$ cat config.mk
export PLATFORM = sky130hd
export DESIGN_NAME = rxdma_chan_ctrl
export DESIGN_NICKNAME = d
export VERILOG_FILES = /design/src/rtl/rxdma_pkg.sv /design/src/rtl/rxdma_cfg_reg.sv /design/src/rtl/rxdma_seq.sv /design/src/rtl/rxdma_tmo.sv /design/src/rtl/rxdma_chan_ctrl.sv
export SDC_FILE = /design/constraint.sdc
export NUM_CORES = 1
export LEC_CHECK = 0
export ABC_AREA = 0
export BUFFER_PORTS_ARGS = -buffer_cell sky130_fd_sc_hd__buf_4
export CAP_MARGIN = 20
export CORE_AREA = 3 3 113 61
export DETAILED_ROUTE_END_ITERATION = 16
export DIE_AREA = 0 0 116 64
export PLACE_DENSITY = 0.72
export SYNTH_ARGS = -nofsm -noshare
export SYNTH_HDL_FRONTEND = slang
export SYNTH_HIERARCHICAL = 1
export SYNTH_SLANG_ARGS = --single-unit
$ cat constraint.sdc
create_clock -name clk -period 3.8 [get_ports clk]
set_input_delay 0.95 -clock clk [delete_from_list [all_inputs] [get_ports clk]]
set_output_delay 0.95 -clock clk [all_outputs]
set_load 0.05 [all_outputs]
$ cat src/rtl/rxdma_pkg.sv
package rxdma_pkg;

  localparam int CFG_W   = 32;
  localparam int TMO_W   = 8;
  localparam int IDLE_BIT = 24;

  localparam logic [CFG_W-1:0] CFG_KEEP_MASK = 32'hC0F3_3FF0;

  typedef enum logic [1:0] {
    CH_STOP     = 2'b00,
    CH_DRAIN    = 2'b01,
    CH_RUN      = 2'b10,
    CH_STOP_ALT = 2'b11
  } ch_mode_e;

  typedef struct packed {
    ch_mode_e         mode;
    logic [3:0]       ring_log2;
    logic [1:0]       bsz_code;
    logic [1:0]       irq_dest;
    logic [TMO_W-1:0] tmo_units;
  } cfg_t;

  function automatic cfg_t decode_cfg(input logic [CFG_W-1:0] w);
    cfg_t c;
    c.mode      = ch_mode_e'(w[31:30]);
    c.ring_log2 = w[23:20];
    c.bsz_code  = w[17:16];
    c.irq_dest  = w[13:12];
    c.tmo_units = w[11:4];
    return c;
  endfunction

  function automatic logic [4:0] bsz_kbytes(input logic [1:0] code);
    return ({3'b000, code} + 5'd1) << 2;
  endfunction

  function automatic logic mode_is_stop(input ch_mode_e m);
    return (m == CH_STOP) || (m == CH_STOP_ALT);
  endfunction

endpackage

$ cat src/rtl/rxdma_cfg_reg.sv
module rxdma_cfg_reg
  import rxdma_pkg::*;
(
  input  logic             clk,
  input  logic             rst_n,
  input  logic             wr_en,
  input  logic [CFG_W-1:0] wr_data,
  output logic [CFG_W-1:0] cfg_word,
  output cfg_t             cfg
);

  logic [CFG_W-1:0] word_q;

  always_ff @(posedge clk or negedge rst_n) begin
    if (!rst_n) begin
      word_q <= '0;
    end else if (wr_en) begin
      word_q <= wr_data & CFG_KEEP_MASK;
    end
  end

  assign cfg_word = word_q;
  assign cfg      = decode_cfg(word_q);

endmodule

$ cat src/rtl/rxdma_seq.sv
module rxdma_seq
  import rxdma_pkg::*;
(
  input  logic     clk,
  input  logic     rst_n,
  input  ch_mode_e mode,
  input  logic     frm_start,
  input  logic     frm_end,
  output logic     run,
  output logic     idle,
  output logic     in_frame,
  output logic     start_ok,
  output logic     abort
);

  logic in_frame_q;

  assign run      = (mode == CH_RUN);
  assign start_ok = frm_start && run;
  assign abort    = mode_is_stop(mode);

  always_ff @(posedge clk or negedge rst_n) begin
    if (!rst_n) begin
      in_frame_q <= 1'b0;
    end else if (abort) begin
      in_frame_q <= 1'b0;
    end else if (frm_end) begin
      in_frame_q <= 1'b0;
    end else if (start_ok) begin
      in_frame_q <= 1'b1;
    end
  end

  assign in_frame = in_frame_q;
  assign idle     = !run && !in_frame_q;

endmodule

$ cat src/rtl/rxdma_tmo.sv
module rxdma_tmo
  import rxdma_pkg::*;
#(
  parameter int US_PER_UNIT = 32
) (
  input  logic             clk,
  input  logic             rst_n,
  input  logic [TMO_W-1:0] tmo_units,
  input  logic             irq_en,
  input  logic             beat,
  input  logic             buf_done,
  input  logic             us_tick,
  output logic             fill,
  output logic             expire,
  output logic             close_pulse,
  output logic             irq_pulse
);

  localparam int CNT_W = TMO_W + $clog2(US_PER_UNIT) + 1;

  function automatic logic [CNT_W-1:0] tick_limit(input logic [TMO_W-1:0] u);
    return CNT_W'(u) * CNT_W'(US_PER_UNIT);
  endfunction

  logic [CNT_W-1:0] cnt_q;
  logic             fill_q;
  logic             armed;
  logic [CNT_W-1:0] cnt_inc;

  assign armed   = fill_q && (tmo_units != '0);
  assign cnt_inc = cnt_q + CNT_W'(1);
  assign expire  = armed && us_tick && !beat && !buf_done &&
                   (cnt_inc >= tick_limit(tmo_units));

  always_ff @(posedge clk or negedge rst_n) begin
    if (!rst_n) begin
      fill_q <= 1'b0;
      cnt_q  <= '0;
    end else if (buf_done) begin
      fill_q <= 1'b0;
      cnt_q  <= '0;
    end else if (beat) begin
      fill_q <= 1'b1;
      cnt_q  <= '0;
    end else if (expire) begin
      fill_q <= 1'b0;
      cnt_q  <= '0;
    end else if (armed && us_tick) begin
      cnt_q  <= cnt_inc;
    end
  end

  always_ff @(posedge clk or negedge rst_n) begin
    if (!rst_n) begin
      close_pulse <= 1'b0;
      irq_pulse   <= 1'b0;
    end else begin
      close_pulse <= expire;
      irq_pulse   <= expire && irq_en;
    end
  end

  assign fill = fill_q;

endmodule

$ cat src/rtl/rxdma_chan_ctrl.sv
module rxdma_chan_ctrl
  import rxdma_pkg::*;
#(
  parameter int US_PER_UNIT = 32
) (
  input  logic        clk,
  input  logic        rst_n,
  input  logic        cfg_wr_en,
  input  logic [31:0] cfg_wr_data,
  output logic [31:0] cfg_rd_data,
  output logic [31:0] stat_rd_data,
  input  logic        frm_start,
  input  logic        frm_end,
  input  logic        beat_wr,
  input  logic        buf_done,
  input  logic        us_tick,
  output logic        chan_run,
  output logic        chan_idle,
  output logic [3:0]  ring_log2,
  output logic [4:0]  buf_kbytes,
  output logic        tmo_close,
  output logic        host_irq
);

  cfg_t cfg;
  logic in_frame;
  logic start_ok;
  logic abort;
  logic buf_fill;
  logic tmo_expire;

  rxdma_cfg_reg u_cfg (
    .clk      (clk),
    .rst_n    (rst_n),
    .wr_en    (cfg_wr_en),
    .wr_data  (cfg_wr_data),
    .cfg_word (cfg_rd_data),
    .cfg      (cfg)
  );

  rxdma_seq u_seq (
    .clk       (clk),
    .rst_n     (rst_n),
    .mode      (cfg.mode),
    .frm_start (frm_start),
    .frm_end   (frm_end),
    .run       (chan_run),
    .idle      (chan_idle),
    .in_frame  (in_frame),
    .start_ok  (start_ok),
    .abort     (abort)
  );

  rxdma_tmo #(.US_PER_UNIT(US_PER_UNIT)) u_tmo (
    .clk         (clk),
    .rst_n       (rst_n),
    .tmo_units   (cfg.tmo_units),
    .irq_en      (cfg.irq_dest == 2'b01),
    .beat        (beat_wr),
    .buf_done    (buf_done),
    .us_tick     (us_tick),
    .fill        (buf_fill),
    .expire      (tmo_expire),
    .close_pulse (tmo_close),
    .irq_pulse   (host_irq)
  );

  always_comb begin
    stat_rd_data           = '0;
    stat_rd_data[IDLE_BIT] = chan_idle;
  end

  assign ring_log2  = cfg.ring_log2;
  assign buf_kbytes = bsz_kbytes(cfg.bsz_code);

endmodule

==> key figures <==
Status
  • Outcome: complete, no violations

Floorplanning
  • Full die area: between 0.007 and 0.008 mm^2
  • Initial core utilization: 43.3%
  • Horiz. Die Dim: 116 um
  • Core area: 0.00596 mm^2
  • # rows: 20
  • Die Y: 64 um
  • Io pins: 117

Global routing
  • M2 GR Usage: 23.1%
  • First-pass GRT wire length: 7580 um
  • Antenna violations before repair: 0
  • Global-route usage over all layers: 12.9%
  • Met3 GRT Util: 3.12%
  • Largest net degree at the start of global routing: 37
  • Grt peak-use layer: met2
  • GRT overflow: 0
  • Vias in the first global route: 1656
  • M1 GR Usage: 15.2%

Final layout
  • Share of layout cells above drive strength 1: 33.8%
  • Post-route cell area: 0.00286 mm^2
  • Ant diodes: 0
  • Area grow syn2layout: 10.8%
  • Nets: 330

Run
  • Max cap viols: 0

Clock tree
  • Clk slew on worst S/H paths: ~0.050 ns
  • CTS hold repair buffers: 0
  • Worst skew pair latency: 0.27 ns
  • CTS tree: built
  • CTS sink cnt: 36
  • Setup repair bufs after CTS: 0
  • Clk buf depth: 2
  • H-tree depth: 2
  • TritonCTS Buffers: 5
  • Root Buffer: clkbuf_16
  • # resized after CTS: 0

Logic synthesis
  • Synth Instances: 243
  • Post-Synthesis Mean Instance Area: 10.6 um^2
  • Synthesized area: 0.00258 mm^2
  • Yosys warns: 6

Critical path
  • CP endpoint kind: register
  • CP Launch Type: register
  • Type of the worst setup path: register to register
  • CP Max Fanout: 13
  • Worst reg2reg setup slack: 0.34 ns
  • Crit path DAT: 3.68 ns
  • R2R depth: 12
  • Critical Path RT: 4.01 ns

Routing
  • First-pass iteration count of the detailed router: 4
  • Routed wire length: 4610 um
  • Wire per inst: 13.0 um
  • DRC violations left: 0
  • Final ANT Viol Nets: 0
  • Number of DRC markers in iteration 0: 121
  • Via/cell ratio: ~4.6
  • Via count: 1646

STA
  • Hold Fails Final Rpt: 0
  • Final min period: 3.46 ns
  • Skew final: 0.00334 ns
  • Slew Viols, Final: 0
  • Max Clk Rate: 0.289 GHz
  • RSZ-0062 raised after global routing: no
  • Setup TNS Final: 0 ns
  • Final period util: 91.2%
  • Final setup fails: 0

Place
  • Routability cong.: 0.799
  • Hpwl dp: 3540 um
  • Number of port buffers: 55
  • Placed Area: 0.00270 mm^2

Power
  • Power density over the cells: 424 mW/mm^2
  • Worst vdd ir: 0.147 mV
  • P_leak: 1.49 nW

Hold path
  • Hold Crit Class: register to register
  • Hold path cells: 2
critical path, stage by stage, from the launching register on:
cell      delay, ns
dfrtp_1        0.41
ha_1           0.25
nand3_1        0.17
nor2_1         0.24
nand2_1        0.10
xnor2_1        0.24
ha_1           0.30
and3_1         0.19
a221o_1        0.39
a221oi_4       0.37
nand4_4        0.21
nor2_4         0.31
mux2_2         0.21
through the flow:
stage | hold WS [ns] | instances | util (%) | setup slack [ns] | total power [mW]
after global routing | 0.551 | 355 | 48.0 | 0.0842 | 1.26
after floorplan | 0.494 | 288 | - | 0.819 | 0.779
after CTS | 0.529 | 355 | 48.0 | 0.330 | 1.23
after detailed placement | 0.517 | 348 | 45.4 | 0.351 | 0.801
after global placement | 0.511 | 348 | 45.4 | 0.429 | 0.795
final | 0.526 | 355 | 48.0 | 0.336 | 1.21
where the power goes:
part,internal [mW],switching [mW]
clock,0.275,0.144
combinational,0.0945,0.273
sequential,0.405,0.0208
layout by cell type, fill, tap and decap left out, drive strengths merged, types with 7 or more instances in the layout:
master,instances
clkbuf,7
xnor2,7
a22o,10
buf,55
conb,47
nand3,8
dfrtp,36
mux2,20
inv,12
ha,12
nor2,13
nand2,7
registers in the layout, summed over array words and instances, names as in the netlist:
register           flops
u_cfg/cfg_word        18
u_tmo/close_pulse      1
u_tmo/fill             1
u_seq/in_frame         1
u_tmo/cnt_q           14
u_tmo/irq_pulse        1
area by class of cell:
class | instances | area [um^2]
Fill cell | 528 | 3100
Multi-Input combinational cell | 168 | 1250
Sequential cell | 36 | 901
Timing Repair Buffer | 55 | 413
Clock buffer | 7 | 153
Tap cell | 77 | 96.3
Inverter | 12 | 45.0
routing by layer:
metal	vias up	routed length (um)
met3	6	339
met1	783	2010
li1	788	-
met5	-	0
met4	0	54
met2	69	2210
path summary, 6_finish.rpt:
kind | startpoint | endpoint
max in group asynchronous | rst_n | u_tmo/cnt_q[10]$_DFFE_PN0P_
worst min register to register | u_seq/in_frame$_DFFE_PN0P_ | u_seq/in_frame$_DFFE_PN0P_
min in group asynchronous | rst_n | u_tmo/cnt_q[3]$_DFFE_PN0P_
worst max register to register | u_tmo/cnt_q[0]$_DFFE_PN0P_ | u_tmo/cnt_q[0]$_DFFE_PN0P_
worst max-delay path | u_tmo/cnt_q[0]$_DFFE_PN0P_ | u_tmo/cnt_q[0]$_DFFE_PN0P_
worst min-delay path | u_seq/in_frame$_DFFE_PN0P_ | u_seq/in_frame$_DFFE_PN0P_
Note: power is estimated with default switching activity, not from simulation.
